`config.mk`:
```
export PLATFORM = sky130hd
export DESIGN_NAME = sram_banked_top
export DESIGN_NICKNAME = d
export VERILOG_FILES = /design/src/rtl/sram_bank_pkg.sv /design/src/rtl/bank_row_decode.sv /design/src/rtl/bank_col_mux.sv /design/src/rtl/bank_subarray.sv /design/src/rtl/sram_banked_top.sv
export SDC_FILE = /design/constraint.sdc
export NUM_CORES = 1
export LEC_CHECK = 0
export CAP_MARGIN = 20
export CORE_UTILIZATION = 45
export CTS_CLUSTER_SIZE = 40
export DETAILED_ROUTE_END_ITERATION = 8
export DONT_BUFFER_PORTS = 1
export GPL_ROUTABILITY_DRIVEN = 0
export PLACE_DENSITY = 0.57
export SYNTH_ARGS = -nofsm -noshare
export SYNTH_HDL_FRONTEND = slang
export SYNTH_SLANG_ARGS = --single-unit
```
`constraint.sdc`:
```
create_clock -name clk -period 2.7 [get_ports clk]
set_input_delay 0.27 -clock clk [delete_from_list [all_inputs] [get_ports clk]]
set_output_delay 0.27 -clock clk [all_outputs]
set_load 0.02 [all_outputs]
```
`src/rtl/sram_bank_pkg.sv`:
```
package sram_bank_pkg;
    // Number of bit lanes, one subarray per lane.
    localparam int unsigned LANES = 8;

    typedef logic [LANES-1:0] byte_t;
endpackage

```
`src/rtl/bank_row_decode.sv`:
```
module bank_row_decode #(
    parameter int unsigned ROW_BITS = 4
) (
    input  logic [ROW_BITS-1:0]      row,
    output logic [(1<<ROW_BITS)-1:0] row_sel
);
    localparam int unsigned ROWS = 1 << ROW_BITS;

    // One comparator per row line, shared by every subarray.
    for (genvar r = 0; r < ROWS; r++) begin : g_line
        assign row_sel[r] = (row == ROW_BITS'(r));
    end
endmodule

```
`src/rtl/bank_col_mux.sv`:
```
module bank_col_mux #(
    parameter int unsigned COL_BITS = 3
) (
    input  logic [(1<<COL_BITS)-1:0] row_bits,
    input  logic [COL_BITS-1:0]      col,
    output logic                     bit_o
);
    assign bit_o = row_bits[col];
endmodule

```
`src/rtl/bank_subarray.sv`:
```
module bank_subarray #(
    parameter int unsigned ROW_BITS = 4,
    parameter int unsigned COL_BITS = 3
) (
    input  logic                     clk,
    input  logic                     rst_n,
    input  logic [(1<<ROW_BITS)-1:0] row_sel,
    input  logic [COL_BITS-1:0]      col,
    input  logic                     wr_en,
    input  logic                     rd_en,
    input  logic                     wbit,
    output logic                     rbit
);
    localparam int unsigned ROWS = 1 << ROW_BITS;
    localparam int unsigned COLS = 1 << COL_BITS;

    typedef struct packed {
        logic [COLS-1:0]     rd_row;
        logic [COL_BITS-1:0] col;
    } rd_state_t;

    rd_state_t       st_d, st_q;
    logic [COLS-1:0] cells [ROWS];
    logic [COLS-1:0] row_rd;

    // Wired-OR of the selected row, driven by the shared one-hot decode.
    always_comb begin
        row_rd = '0;
        for (int r = 0; r < ROWS; r++) begin
            if (row_sel[r]) row_rd = row_rd | cells[r];
        end
        st_d = st_q;
        if (rd_en) begin
            st_d.rd_row = row_rd;
            st_d.col    = col;
        end
    end

    // Row latch captures pre-write contents, so a colliding read sees old data.
    always_ff @(posedge clk or negedge rst_n) begin
        if (!rst_n) st_q <= '0;
        else        st_q <= st_d;
    end

    always_ff @(posedge clk) begin
        for (int r = 0; r < ROWS; r++) begin
            if (wr_en && row_sel[r]) cells[r][col] <= wbit;
        end
    end

    bank_col_mux #(.COL_BITS(COL_BITS)) col_mux_i (
        .row_bits (st_q.rd_row),
        .col      (st_q.col),
        .bit_o    (rbit)
    );

    // The shared decoder must select exactly one row for any access.
    assert_row_onehot_R1: assert property (@(posedge clk) disable iff (!rst_n)
        (rd_en || wr_en) |-> $onehot(row_sel));
endmodule

```
`src/rtl/sram_banked_top.sv`:
```
module sram_banked_top #(
    parameter int unsigned ROW_BITS  = 4,
    parameter int unsigned COL_BITS  = 3,
    parameter int unsigned ADDR_BITS = ROW_BITS + COL_BITS
) (
    input  logic                 clk,
    input  logic                 rst_n,
    input  logic                 ce,
    input  logic                 oe,
    input  logic                 we,
    input  logic [ADDR_BITS-1:0] addr,
    input  logic [7:0]           din,
    output logic [7:0]           dout,
    output logic                 dvalid
);
    import sram_bank_pkg::*;

    localparam int unsigned ROWS = 1 << ROW_BITS;

    typedef struct packed {
        logic vld;
    } out_state_t;

    out_state_t          st_d, st_q;
    logic [ROW_BITS-1:0] row_f;
    logic [COL_BITS-1:0] col_f;
    logic [ROWS-1:0]     row_sel;
    logic                rd_go, wr_go;
    byte_t               lane_bits;

    assign row_f = addr[ADDR_BITS-1:COL_BITS];
    assign col_f = addr[COL_BITS-1:0];
    assign rd_go = ce && oe;
    assign wr_go = ce && we;

    bank_row_decode #(.ROW_BITS(ROW_BITS)) row_dec_i (
        .row     (row_f),
        .row_sel (row_sel)
    );

    for (genvar i = 0; i < LANES; i++) begin : g_lane
        bank_subarray #(.ROW_BITS(ROW_BITS), .COL_BITS(COL_BITS)) sub_i (
            .clk     (clk),
            .rst_n   (rst_n),
            .row_sel (row_sel),
            .col     (col_f),
            .wr_en   (wr_go),
            .rd_en   (rd_go),
            .wbit    (din[i]),
            .rbit    (lane_bits[i])
        );
    end

    always_comb begin
        st_d     = st_q;
        st_d.vld = rd_go;
    end

    always_ff @(posedge clk or negedge rst_n) begin
        if (!rst_n) st_q <= '0;
        else        st_q <= st_d;
    end

    assign dvalid = st_q.vld;
    assign dout   = st_q.vld ? lane_bits : 8'h00;

    assert_read_latency_R4: assert property (@(posedge clk) disable iff (!rst_n)
        (ce && oe) |=> dvalid);

    assert_idle_output_R5: assert property (@(posedge clk) disable iff (!rst_n)
        !(ce && oe) |=> (!dvalid && dout == 8'h00));

    assert_reset_quiet_R7: assert property (@(posedge clk)
        !rst_n |-> (!dvalid && dout == 8'h00));
endmodule

```
* Yosys cells after proc, flatten, opt, wreduce, memory -nomap -nowiden
Memory sizes are Yosys's and may differ from the RTL's.
Index checks and enable logic that the tools add are counted.
** Storage, ports and cells
- RAM bits :: 1024
- Memories kept :: 8
- Bits in registers :: 68
- Input bits :: 20
** Operators by class
- Reductions and logical operators :: 140
- Eq/ne operators :: 15
- Bitwise operators :: 120
- Multiplexer cells :: 539
- Magnitude comparators :: 3
** Memory list
- g_lane[0].sub_i.cells :: depth 16, width 8, rd ports 16, clocked after Yosys merged registers in 0, wr ports 1, RTL line bank_subarray.sv:23 : logic [COLS-1:0] cells [ROWS];
- g_lane[1].sub_i.cells :: depth 16, width 8, rd ports 16, clocked after Yosys merged registers in 0, wr ports 1, RTL line bank_subarray.sv:23
- g_lane[2].sub_i.cells :: depth 16, width 8, rd ports 16, clocked after Yosys merged registers in 0, wr ports 1, RTL line bank_subarray.sv:23
- g_lane[3].sub_i.cells :: depth 16, width 8, rd ports 16, clocked after Yosys merged registers in 0, wr ports 1, RTL line bank_subarray.sv:23
- g_lane[4].sub_i.cells :: depth 16, width 8, rd ports 16, clocked after Yosys merged registers in 0, wr ports 1, RTL line bank_subarray.sv:23
- g_lane[5].sub_i.cells :: depth 16, width 8, rd ports 16, clocked after Yosys merged registers in 0, wr ports 1, RTL line bank_subarray.sv:23
- +2 memories
** Operators by type and width (number)
- two-way mux 8 bit :: 385
- bitwise OR 8 bit :: 120
- OR reduction 8 bit :: 120
- two-way mux 4 bit :: 120
- equality test 4 bit (second input constant) :: 8
- two-way mux 1 bit :: 25
- binary-select mux 1 bit (select 3 bit) :: 8
- logical AND 1 bit :: 19
- equality test 4 x 3 -> 1 bit (second input constant) :: 4
- equality test 4 x 2 -> 1 bit (second input constant) :: 2
- less-than comparator 3 x 4 -> 1 bit (second input constant) :: 2
- equality test 4 x 1 -> 1 bit (second input constant) :: 1
- logical NOT 4 bit :: 1
- demux 1 bit (select 3 bit) :: 1
- greater-or-equal comparator 3 x 1 -> 1 bit (second input constant) :: 1

* Longest topological paths before layout
- Word-level depth :: 32
- Gate-level depth with buffers :: 8
- Depth with buffers taken out :: 5

* Hierarchy
Synthesis repeated with hierarchy kept, for this count alone.
** Unflattened totals
- Cells, all modules :: 3391
- Area, all modules :: 45877.8 sq um
** By module, submodules not included
- bank_subarray at g_lane[1].sub_i ... :: cells each 417, instances 7, area each 5634.2 sq um, sequential area each 4119.0 sq um
- bank_subarray at g_lane[0].sub_i :: cells each 417, instances 1, area each 5614.1 sq um, sequential area each 4119.0 sq um
- bank_col_mux :: cells each 3, instances 8, area each 63.8 sq um, sequential area each 0.0 sq um
- bank_row_decode :: cells each 20, instances 1, area each 226.5 sq um, sequential area each 0.0 sq um
- sram_banked_top :: cells each 11, instances 1, area each 87.6 sq um, sequential area each 25.0 sq um

* Worst setup path before layout
No wires, ideal clock.
- Path kind :: input to register
- Start :: input port addr[2]
- End :: memory g_lane[0].sub_i.cells[0][28] in the netlist's numbering (enable)
- Path slack :: 0.637 ns
- Setup time :: 0.370 ns
- Data arrival time :: 1.693 ns
- Path buffers :: 3
- Required time :: 2.330 ns
- Stages :: 5
- Cells stage by stage :: clkbuf_1 > or3b_2 > clkbuf_1 > clkbuf_1 > nor2_1
** Between the ends
- Longest elaborated chain between the ends :: 21
- Elaborated cells between the ends (all ways) :: 66
** RTL lines
- from (decl) :: RTL line sram_banked_top.sv:11 : input logic [ADDR_BITS-1:0] addr,
- less-than comparator 3 x 4 -> 1 bit (implied by the code) / greater-or-equal comparator 3 x 1 -> 1 bit (equally long branches) :: RTL line bank_subarray.sv:47 : if (wr_en && row_sel[r]) cells[r][col] <= wbit;
- logical AND 1 bit (implied by the code) :: RTL line bank_subarray.sv:47
- two-way mux 1 bit (implied by the code) :: RTL line bank_subarray.sv:47
- demux 1 bit (select 3 bit) (*)
- two-way mux 8 bit (implied by the code) :: RTL line bank_subarray.sv:47
- OR reduction 8 bit (no source line)
- two-way mux 4 bit (no source line) / two-way mux 8 bit (equally long branches) (15 in a row)
- to (decl) :: RTL line bank_subarray.sv:23
Mark *: on every way between the ends. The rest lies on a longest branch, timed or not.

==> results.yml <==
status:
  status: "finished, violations left"
  failed_checks: "negative hold slack"
hold_path:
  worstHoldStart: "din[2]"
  hold_path_class: "in2reg"
die:
  start_util: 0.4546
  io_pins: 29
  core_sq_um: 91800
  die_h_um: 306.5
  die_area_sq_um: 93950
  rows: 111
  die_w_um: 306.5
power_and_ir_drop:
  leakagePower_uw: 0.01645
  total_power_uw: 36250
  powerDensity_nw_per_um2: 753.6
  vdd_drop_max_mv: 0.5396
worst_setup_path:
  cp-startpoint: "g_lane[2].sub_i.st_q[0]$_DFFE_PN0P_"
  crit_slowest_cell: "mux4_2"
  arrival_ps: 2330
  crit_buf_inv: 1
  path_cells: "buf_12 > mux4_2 > mux2i_2 > nor2b_1"
  crit_family: "multiplexers"
  end_kind: "primary output"
  start_kind: "register"
  crit_fanout: 16
  crit-reg2reg-launch: "g_lane[1].sub_i.cells[0][46]$_DFFE_PP_"
  cpPeakStageDelay_ps: 590
  path_class: "reg2out"
  cp.required_ps: 2430
synthesis:
  yosys-top-cells-area: "edfxtp_1 (74%), mux2i_1 (9.4%), dfrtp_1 (4.1%), nor2_1 (2.9%), o22ai_1 (1.9%)"
  synth_largest_area_cell: "edfxtp_1"
  synth-main-ff-cell: "edfxtp_1"
  yosys.area.top_type_share: 0.7369
  synth-edff-count: 1024
  synth_fp_nets: 2436
  ys_warn_count: 0
  ys_ff_latch: 1092
  synthCells: 2416
  synth.most_common_cell: "edfxtp_1"
  yosysUniqueCellTypes: 30
  synth_seq_area_share: 0.7776
  ys_async_sr_fraction: 0.06227
  synth_commonest_cells: "edfxtp_1 (1024), mux2i_1 (392), nor2_1 (325), o22ai_1 (127), dfrtp_1 (68)"
  avgSynthCellArea_sq_um: 17.27
  synth_area_sq_um: 41730
clock_network:
  htree_levels: 3
  cts_made_buffers: 111
  clock_path_buffers: 3
  cts_root_buf: "clkbuf_16"
  clk_pin_slew_ps: 60
  cts.sink_count: 1092
  cts_tree: "built"
  clock_latency_ps: 680
job:
  maxCapViolCount: 0
grt:
  antenna_found_initial: 0
  first_global_vias: 22015
  grt_pass1_wl_um: 148800
  grtUsageTotal: 0.2149
  grt_max_degree: 331
  overflow: 0
timing:
  max_slew_margin: 0.3525
  worst_slew_pin_slew_ps: 971.2
  skew_ps: 26.35
  post-route-period-util: 0.9613
  layout_min_cycle_time_ps: 2595
  fin_hold_ws_ps: -32.47
  finalMaxSlewViolations: 0
  fin_setup_tns_ps: 0
  fin_ws_ps: 104.6
  fmax_ghz: 0.3853
  final_hold_viol_count: 2
  rsz0062_at_grt: "no"
  finalSetupViolations: 0
layout:
  n_antenna_cell: 0
  fillers: 7364
  drive_gt1_frac: 0.1477
  seq_area_sq_um: 32450
  area_delta_synth_final_pct: 15.27
  stdcell_count: 3918
  nets: 2600
  final_core_util: 0.5240
  multi_input_area_sq_um: 8524
route:
  drt-wirelength-per-cell_um: 25.70
  drtAntennaViolNets: 0
  vias: 22319
  avgViaCountPerCell: 5.697
  drt_pass1_iterations: 8
  drc: 0
  drt-initial-drc-count: 2544
  drt_wl_total_um: 100700
place:
  place_inst: 3697
  pre_cts_slack_ps: 496.2
  place_hpwl_um: 57100
  io_buffer_count: 0
-- final timing paths --
path,slack [ps],cells past startpoint,to
setup reg to reg,1090,4,g_lane[1].sub_i.st_q[9]$_DFFE_PN0P_
min in group asynchronous,200,2,g_lane[2].sub_i.st_q[7]$_DFFE_PN0P_
max in group asynchronous,2110,2,g_lane[0].sub_i.st_q[3]$_DFFE_PN0P_
setup / recovery,100,4,dout[3]
hold / removal,-30,1,g_lane[2].sub_i.cells[1][15]$_DFFE_PP_
hold reg to reg,480,2,g_lane[2].sub_i.st_q[1]$_DFFE_PN0P_
-- final cells by class --
cell class                 count  share of cell area
clock inverter                57             0.01425
tap                         1243             0.03233
inverter                       1           0.0001040
multi-input combinational   1176              0.1772
sequential                  1092              0.6746
clock buffer                 151             0.06508
timing repair buffer         198             0.03641
-- flip-flops by register name, indices dropped and copies added, names as in the netlist --
| signal | cells |
|---|---|
| dvalid | 1 |
| g_lane.sub_i.cells | 1024 |
| g_lane.sub_i.st_q | 67 |
-- metrics by stage --
step | instance area [sq um] | hold WS (ps)
floorplan | 41730 | -25.59
global placement | 43960 | -20.23
detailed placement | 43960 | -21.15
CTS | 48090 | 19.34
global route | 48100 | 11.85
finish | 48100 | -32.47
-- cell usage in the layout (no fill, tap or decap), drive strengths merged, types with 4 or more instances in the layout --
master,instances
nor2,326
o21ai,64
nand3b,4
o22ai,128
edfxtp,1024
a211oi,64
nand3,8
or3b,5
mux4,16
bufinv,14
buf,194
nand2,23
dfrtp,68
clkinv,39
mux2i,392
dlygate4sd3,4
nor2b,10
clkbuf,151
a31oi,64
a222oi,64
-- what timing repair did --
item                        CTS  global route
hold buffers                 13             0
hold endpoints to repair   1095             0
pin swaps                     0             0
resized for setup             7             2
setup endpoints to repair     8             5
setup buffers                 0             0
-- report_power, final --
part           switching [uW]  internal (uW)
Sequential                209          18700
Clock                    6270           9450
Combinational            1010            612
Total                    7490          28800
-- metal layers --
layer	routed length, um	vias to the layer above	global-route usage
met5	0	-	0
met4	2035	0	0.05663
met3	6507	126	0.02812
met2	48040	787	0.3444
met1	44100	11481	0.3113
li1	-	9925	-
-- cell families (layout without fill, tap and decap cells) --
kind of cell | count (synthesis) | after routing | synth area share
AO/OA/AOI/OAI | 384 | 384 | 0.06347
buffers and inverters | 148 | 407 | 0.01910
AND/OR/NAND/NOR | 384 | 384 | 0.03712
flip-flops | 1092 | 1092 | 0.7776
multiplexers | 408 | 408 | 0.1027
Power figures use the tool's default switching activity.
